==> config.mk <==
export PLATFORM = sky130hd
export DESIGN_NAME = iochan_flag_ctrl
export DESIGN_NICKNAME = d
export VERILOG_FILES = /design/src/rtl/iochan_pkg.sv /design/src/rtl/iochan_chan.sv /design/src/rtl/iochan_data.sv /design/src/rtl/iochan_flag_ctrl.sv
export SDC_FILE = /design/constraint.sdc
export NUM_CORES = 1
export LEC_CHECK = 0
export BUFFER_PORTS_ARGS = -buffer_cell sky130_fd_sc_hd__buf_2
export CAP_MARGIN = 20
export CORE_ASPECT_RATIO = 1.25
export CORE_MARGIN = 2
export CORE_UTILIZATION = 35
export DETAILED_ROUTE_END_ITERATION = 10
export PLACE_DENSITY = 0.74
export SYNTH_ARGS = -nofsm -noshare
export SYNTH_HDL_FRONTEND = slang
export SYNTH_SLANG_ARGS = --single-unit
==> constraint.sdc <==
create_clock -name clk -period 1.5 [get_ports clk]
set_clock_uncertainty 0.15 [all_clocks]
set_input_delay 0.15 -clock clk [delete_from_list [all_inputs] [get_ports clk]]
set_output_delay 0.15 -clock clk [all_outputs]
set_load 0.01 [all_outputs]
==> src/rtl/iochan_pkg.sv <==
package iochan_pkg;

    typedef enum logic [2:0] {
        OP_RESET    = 3'd0,
        OP_FLAG     = 3'd1,
        OP_SKIP_CLR = 3'd2,
        OP_SKIP_SET = 3'd3,
        OP_WRITE    = 3'd4,
        OP_MERGE    = 3'd5,
        OP_LOAD     = 3'd6,
        OP_CTRL     = 3'd7
    } io_op_e;

    // Encoding is {control, flag}
    typedef enum logic [1:0] {
        ST_IDLE    = 2'b00,
        ST_FLAGGED = 2'b01,
        ST_ARMED   = 2'b10,
        ST_REQUEST = 2'b11
    } chan_state_e;

    localparam logic SEL_CMD = 1'b0;
    localparam logic SEL_DAT = 1'b1;

endpackage

==> src/rtl/iochan_chan.sv <==
module iochan_chan
    import iochan_pkg::*;
#(
    parameter int HAS_CTL = 1
) (
    input  logic       clk,
    input  logic       rst_n,
    input  logic       hit,
    input  logic [2:0] op,
    input  logic       hold_clr,
    input  logic       ctl_clr,
    input  logic       ext_set,
    input  logic       ext_clr,
    output logic       ctl,
    output logic       flag,
    output logic       flag_buf,
    output logic       srq,
    output logic       irq
);

    chan_state_e state_q, state_n;
    logic        fbuf_q;
    logic        set_req, clr_req, ctl_op, flag_n, ctl_n;
    io_op_e      op_e;

    assign op_e = io_op_e'(op);

    always_comb begin
        set_req = ext_set | (hit & (op_e == OP_FLAG) & ~hold_clr);
        clr_req = ext_clr | (hit & hold_clr);
        ctl_op  = hit & ((op_e == OP_CTRL) | (op_e == OP_RESET));
        flag_n  = clr_req ? 1'b0 : (set_req ? 1'b1 : flag);
        ctl_n   = ctl;
        if ((HAS_CTL != 0) && ctl_op) begin
            ctl_n = ~ctl_clr;
        end
        state_n = chan_state_e'({ctl_n, flag_n});
    end

    always_ff @(posedge clk or negedge rst_n) begin
        if (!rst_n) begin
            state_q <= ST_IDLE;
            fbuf_q  <= 1'b0;
        end else begin
            state_q <= state_n;
            fbuf_q  <= flag_n;
        end
    end

    always_comb begin
        unique case (state_q)
            ST_IDLE:    begin ctl = 1'b0; flag = 1'b0; irq = 1'b0; end
            ST_FLAGGED: begin ctl = 1'b0; flag = 1'b1; irq = 1'b0; end
            ST_ARMED:   begin ctl = 1'b1; flag = 1'b0; irq = 1'b0; end
            ST_REQUEST: begin ctl = 1'b1; flag = 1'b1; irq = 1'b1; end
            default:    begin ctl = 1'b0; flag = 1'b0; irq = 1'b0; end
        endcase
    end

    assign flag_buf = fbuf_q;
    assign srq      = flag;

    AST_MOD_CLEARS: assert property (@(posedge clk) disable iff (!rst_n)
        (hit && hold_clr) |=> (!flag && !flag_buf));

    AST_SET_FLAG: assert property (@(posedge clk) disable iff (!rst_n)
        (hit && op_e == OP_FLAG && !hold_clr && !ext_clr) |=> (flag && flag_buf));

    AST_CTL_FOLLOWS: assert property (@(posedge clk) disable iff (!rst_n)
        ((HAS_CTL != 0) && ctl_op) |=> (ctl == !$past(ctl_clr)));

endmodule

==> src/rtl/iochan_data.sv <==
module iochan_data
    import iochan_pkg::*;
#(
    parameter int BUS_W  = 16,
    parameter int HOLD_W = 8
) (
    input  logic             clk,
    input  logic             rst_n,
    input  logic             hit,
    input  logic [2:0]       op,
    input  logic             ctl_clr,
    input  logic [BUS_W-1:0] bus_in,
    input  logic             xfer_start,
    output logic [BUS_W-1:0] bus_out,
    output logic             xfer_active
);

    localparam int PAD_W = BUS_W - HOLD_W;

    logic [HOLD_W-1:0] hold_q;
    logic [BUS_W-1:0]  hold_ext;
    logic              xfer_q, xfer_drop;
    io_op_e            op_e;

    assign op_e      = io_op_e'(op);
    assign hold_ext  = {{PAD_W{1'b0}}, hold_q};
    assign xfer_drop = hit & (((op_e == OP_CTRL) & ctl_clr) | (op_e == OP_RESET));

    always_ff @(posedge clk or negedge rst_n) begin
        if (!rst_n) begin
            hold_q <= '0;
            xfer_q <= 1'b0;
        end else begin
            if (hit && op_e == OP_WRITE) begin
                hold_q <= bus_in[HOLD_W-1:0];
            end
            if (xfer_drop) begin
                xfer_q <= 1'b0;
            end else if (xfer_start) begin
                xfer_q <= 1'b1;
            end
        end
    end

    always_comb begin
        bus_out = bus_in;
        if (hit) begin
            unique case (op_e)
                OP_LOAD:  bus_out = hold_ext;
                OP_MERGE: bus_out = bus_in | hold_ext;
                default:  bus_out = bus_in;
            endcase
        end
    end

    assign xfer_active = xfer_q;

    AST_XFER_DROP: assert property (@(posedge clk) disable iff (!rst_n)
        xfer_drop |=> !xfer_active);

    AST_HOLD_KEPT: assert property (@(posedge clk) disable iff (!rst_n)
        !(hit && op_e == OP_WRITE) |=> $stable(hold_q));

    AST_HOLD_LOAD: assert property (@(posedge clk) disable iff (!rst_n)
        (hit && op_e == OP_WRITE) |=> (hold_q == $past(bus_in[HOLD_W-1:0])));

endmodule

==> src/rtl/iochan_flag_ctrl.sv <==
module iochan_flag_ctrl
    import iochan_pkg::*;
#(
    parameter int BUS_W  = 16,
    parameter int HOLD_W = 8
) (
    input  logic             clk,
    input  logic             rst_n,
    input  logic             io_strobe,
    input  logic             io_sel,
    input  logic [2:0]       io_op,
    input  logic             io_hold_clr,
    input  logic             io_ctl_clr,
    input  logic [BUS_W-1:0] io_bus_in,
    output logic [BUS_W-1:0] io_bus_out,
    output logic             skip,
    input  logic             cmd_flag_set,
    input  logic             cmd_flag_clr,
    input  logic             dat_flag_set,
    input  logic             dat_flag_clr,
    input  logic             xfer_start,
    output logic             cmd_ctl,
    output logic             cmd_flag,
    output logic             cmd_flag_buf,
    output logic             cmd_srq,
    output logic             cmd_irq,
    output logic             dat_flag,
    output logic             dat_flag_buf,
    output logic             dat_srq,
    output logic             xfer_active
);

    logic   cmd_hit, dat_hit, sel_flag;
    logic   dat_ctl_unused, dat_irq_unused;
    io_op_e op_e;

    assign op_e    = io_op_e'(io_op);
    assign cmd_hit = io_strobe & (io_sel == SEL_CMD);
    assign dat_hit = io_strobe & (io_sel == SEL_DAT);

    iochan_chan #(.HAS_CTL(1)) u_cmd (
        .clk(clk), .rst_n(rst_n), .hit(cmd_hit), .op(io_op),
        .hold_clr(io_hold_clr), .ctl_clr(io_ctl_clr),
        .ext_set(cmd_flag_set), .ext_clr(cmd_flag_clr),
        .ctl(cmd_ctl), .flag(cmd_flag), .flag_buf(cmd_flag_buf),
        .srq(cmd_srq), .irq(cmd_irq)
    );

    iochan_chan #(.HAS_CTL(0)) u_dat (
        .clk(clk), .rst_n(rst_n), .hit(dat_hit), .op(io_op),
        .hold_clr(io_hold_clr), .ctl_clr(io_ctl_clr),
        .ext_set(dat_flag_set), .ext_clr(dat_flag_clr),
        .ctl(dat_ctl_unused), .flag(dat_flag), .flag_buf(dat_flag_buf),
        .srq(dat_srq), .irq(dat_irq_unused)
    );

    iochan_data #(.BUS_W(BUS_W), .HOLD_W(HOLD_W)) u_data (
        .clk(clk), .rst_n(rst_n), .hit(dat_hit), .op(io_op),
        .ctl_clr(io_ctl_clr), .bus_in(io_bus_in), .xfer_start(xfer_start),
        .bus_out(io_bus_out), .xfer_active(xfer_active)
    );

    assign sel_flag = io_sel ? dat_flag : cmd_flag;

    always_comb begin
        skip = 1'b0;
        if (io_strobe) begin
            unique case (op_e)
                OP_SKIP_CLR: skip = ~sel_flag;
                OP_SKIP_SET: skip = sel_flag;
                default:     skip = 1'b0;
            endcase
        end
    end

    AST_SKIP_SET_CMD: assert property (@(posedge clk) disable iff (!rst_n)
        (io_strobe && io_sel == SEL_CMD && op_e == OP_SKIP_SET && cmd_flag) |-> skip);

    AST_SKIP_CLR_DAT: assert property (@(posedge clk) disable iff (!rst_n)
        (io_strobe && io_sel == SEL_DAT && op_e == OP_SKIP_CLR) |-> (skip == !dat_flag));

endmodule

After elaboration in Yosys (flattened, before gate mapping)
Index checks and enable logic that the tools add are counted.

Register bits after elaboration: 15. Bits of input ports: 30. Output and inout port bits: 26. Logic and storage cells: 72.

Eq/ne operators: 13. Multiplexer cells: 17. Bitwise gates (word level): 22. Reductions and logical operators: 14.

Operators by type and width (count): $pmux W16 S2 (1); $mux W16 (1); $or A16 B8 Y16 (1); $reduce_or A2 Y1 (8); $eq A3 B3 Y1 const B (4); $pmux W1 S2 (6); $and A1 B1 Y1 (11); $mux W1 (9); $eq A2 B2 Y1 const B (4); $eq A3 B2 Y1 const B (2); $or A1 B1 Y1 (6); $eq A2 B1 Y1 const B (2); $logic_not A2 Y1 (2); $not A1 Y1 (4); $eq A3 B1 Y1 const B (1); $logic_not A3 Y1 (1); $reduce_or A3 Y1 (1); $reduce_bool A2 Y1 (1); $logic_and A1 B1 Y1 (1).

Longest topological paths before layout
Depth in word-level cells: 7. Gate-level depth with buffers: 5. Depth with buffers taken out: 3.

Hierarchy
Synthesis repeated with hierarchy kept, for this count alone.

Cell total of the unflattened synthesis: 75. Area total of the unflattened synthesis: 877.1 um2.

Modules (own cells, without submodules): iochan_data (instances 1, cells an instance 44, area an instance 574.3 um2, seq. area each 225.2 um2); iochan_chan at u_cmd (instances 1, cells an instance 16, area an instance 148.9 um2, seq. area each 50.0 um2); iochan_chan at u_dat (instances 1, cells an instance 9, area an instance 97.6 um2, seq. area each 50.0 um2); iochan_flag_ctrl (instances 1, cells an instance 6, area an instance 56.3 um2, seq. area each 0.0 um2).

Least setup slack after synthesis
OpenSTA, ideal clock, no wires.

Path type: input-to-output. Start point: in io_op[1]. End point: out io_bus_out[6]. Arrival time: 1.243 ns. Data required time: 1.200 ns. Setup slack: -0.043 ns. Stages: 5. Path buffers: 3. Path through: clkbuf_1 or3b_1 buf_6 buf_6 a22o_1.

Longest elaborated chain between the ends: 3. Elaborated cells between the ends (all ways): 4. Classes of those cells: 2 x eq/ne; 2 x mux.

Ends and longest elaborated chain: start: declaration (line iochan_flag_ctrl.sv:11) `input logic [2:0] io_op,`; $eq A3 B3 Y1 (line iochan_data.sv:48) `unique case (op_e)`; $pmux W16 S2 (*) (line iochan_data.sv:48); $mux W16 (*) (line iochan_data.sv:47) `if (hit) begin`; end: declaration (line iochan_flag_ctrl.sv:15) `output logic [BUS_W-1:0] io_bus_out,`.

Mark *: on every way between the ends. The rest lies on a longest branch, timed or not.

Worst setup path after layout
Start point: in io_op[2]. End point: out io_bus_out[4].

The elaborated chain is that of the path after synthesis.

==> impl_metrics.ini <==
[status]
status = finished clean

[timing]
fin_setup_tns_ns = 0
fmax_mhz = 670
setup_violations = 0
timing.max_slew.rel_slack = 0.743
tightest_slew_ns = 0.382
hold_viol = 0
min_period_over_period = 0.996
period_minus_slack_ns = 1.49
whs_ns = 0.0536
drv_slew = 0
rsz0062_at_grt = true
fin_ws_ns = 0.00646

[placed_design]
hpwlAfterDp_mm = 1.47
gp_congestion = 0.765
io_buffers = 55
pre_cts_ws_ns = -0.0643
dp_cells = 144

[worst_setup_path]
cp.required_ns = 1.20
cp_max_fo = 8
crit_family = simple AND/OR/NAND/NOR gates
worstSetupPathType = input port to output pin
path_common_cell = buf_6
worstSetupStartpointType = input port
path_buf_inv = 3
critPathArrivalTime_ns = 1.19
cp-end-kind = output pin
cp_slowest_stage_delay_ns = 0.41
rrSetupSlack_ns = 0.36
crit_path_top_delay_cell = or3b_4
crit_chain = buf_6 -> nand3_2 -> or3b_4 -> buf_6 -> a22o_1 -> buf_2

[finish]
final_common_cell = buf_2
multi_input_area_um2 = 392
drive_gt1_frac = 0.566
stdcell_count = 163
finalNetCount = 175
antennaDiodeCount = 0
fillerInstances = 166
seq_area_um2 = 300
syn_to_final_growth_pct = 67.8
mostFrequentLayoutCells = buf_2 (53), dlygate4sd3_1 (13), dfrtp_1 (12)

[power_and_ir_drop]
power_mw = 0.903
irDropWorstVdd_mv = 0.443
swShare = 0.272
p_clk_frac = 0.205
p_leak_nw = 0.624
p_sw_mw = 0.246
p_int_mw = 0.658
power_frac_comb = 0.333
p_per_area_nw_per_um2 = 724
power_frac_seq = 0.462

[synth]
ys_ff_latch = 12
netlist_area_um2 = 743
seq_area_frac_synth = 0.404
syn_area_per_cell_um2 = 10.6
synth_fp_nets = 100
synth_warnings = 0
syn_inst = 70
synth_cell_types = 23

[die]
start_util = 0.375
rows = 18
fp.dieH_um = 55.5
ios = 56
core_um2 = 1980
die_area_um2 = 2510
die_w_um = 45.2

[cts]
path_clk_slew_ns = 0.07
cts_buffer_depth = 2
cts_sinks = 12
cts-root-buf = clkbuf_4
clock_latency_ns = 0.26
tritoncts = done
cts_made_buffers = 3
cts-htree-levels = 1

[route]
remaining_drc_errors = 0
drtAntennaViolNets = 0
vias = 827
first_iter_violations = 2
drt-pass1-iter-count = 2
wl_per_cell_um = 12.2
routed_wl_mm = 1.99
via_per_inst = 5.07

[grt]
grt_max_degree = 13
grt_pass1_vias = 787
grt.total_usage = 0.162
grt_antenna_before_repair = 0
grt_overflow_total = 0
grt_pass1_wl_mm = 3.06

[flow_run]
cap_violations = 0

[worst_hold_path]
hp-class = input port to flip-flop
stage by stage:
step,cell area (µm²),util
after CTS,1240,0.626
after global routing,1250,0.629
final,1250,0.629
after global placement,1050,0.528
after floorplan,746,-
after detailed placement,1050,0.528
power by group through the flow:
stage / Combinational [mW] / Clock, mW / Sequential, mW
floorplan: 0.153 / 0 / 0.420
global placement: 0.252 / 0 / 0.423
detailed placement: 0.260 / 0 / 0.429
CTS: 0.302 / 0.194 / 0.419
global route: 0.327 / 0.206 / 0.425
finish: 0.301 / 0.185 / 0.417
cell families after synthesis:
| logic type | Yosys count | share of synthesized area |
|---|---|---|
| AO/OA/AOI/OAI | 17 | 0.187 |
| multiplexers | 9 | 0.135 |
| AND/OR/NAND/NOR | 21 | 0.175 |
| flip-flops | 12 | 0.404 |
| buffers and inverters | 9 | 0.0758 |
| XOR/XNOR | 2 | 0.0236 |
state kept, by name, indices dropped and copies added (netlist names):
name                flops
u_data.hold_q           8
u_data.xfer_active      1
u_dat.state_q           1
u_cmd.state_q           2
cell usage after synthesis:
cell	instances	area (µm²)
a311oi_1	2	17.5
o211ai_1	1	7.51
nor3_1	2	10.0
nor3_2	1	10.0
nand2_1	2	7.51
and2_1	10	62.6
a21oi_1	1	5.00
buf_6	2	22.5
clkbuf_1	5	18.8
o22a_1	1	8.76
mux2_2	8	90.1
o21a_1	2	15.0
buf_4	2	15.0
and2b_1	1	7.51
a211oi_1	2	15.0
or3b_1	1	8.76
nand3_2	1	10.0
a22o_1	8	70.1
nor2_1	2	7.51
and3_1	1	6.26
dfrtp_1	12	300
xnor2_1	2	17.5
mux2i_1	1	10.0
final timing paths:
| check | to | startpoint | cells past startpoint |
|---|---|---|---|
| min reg2reg | u_data.hold_q[7] | u_data.hold_q[7] | 1 |
| min | u_cmd.state_q[1] | io_ctl_clr | 3 |
| max reg2reg | u_dat.state_q[0] | u_dat.state_q[0] | 3 |
| max in group asynchronous | u_data.hold_q[6] | rst_n | 2 |
| max | io_bus_out[4] | io_op[2] | 6 |
| min in group asynchronous | u_data.xfer_active | rst_n | 2 |
routing by layer:
metal	vias up	GRT usage	wire, µm
met3	2	0.0196	172
li1	400	-	-
met4	0	0.0630	9
met2	45	0.322	1120
met5	-	0	0
met1	380	0.150	693
worst register-to-register path: stages (launching register included):
cell      delay (ns)
dfrtp_1         0.38
buf_4           0.14
a311oi_1        0.27
a211oi_1        0.08
timing repair:
item | CTS | global route
gates resized for setup | 5 | 1
hold endpoints to repair | 23 | 0
gates cloned | 1 | 0
hold buffers | 13 | 0
pin swaps | 5 | 8
endpoints found under the setup margin | 9 | 9
buffers inserted | 2 | 0
cell type report:
class | instances | area share
tap | 20 | 0.0201
timing repair buffer | 79 | 0.407
multi-input combinational | 49 | 0.314
sequential | 12 | 0.241
clock buffer | 3 | 0.0181
No activity file was read; power rests on OpenSTA's default activity.
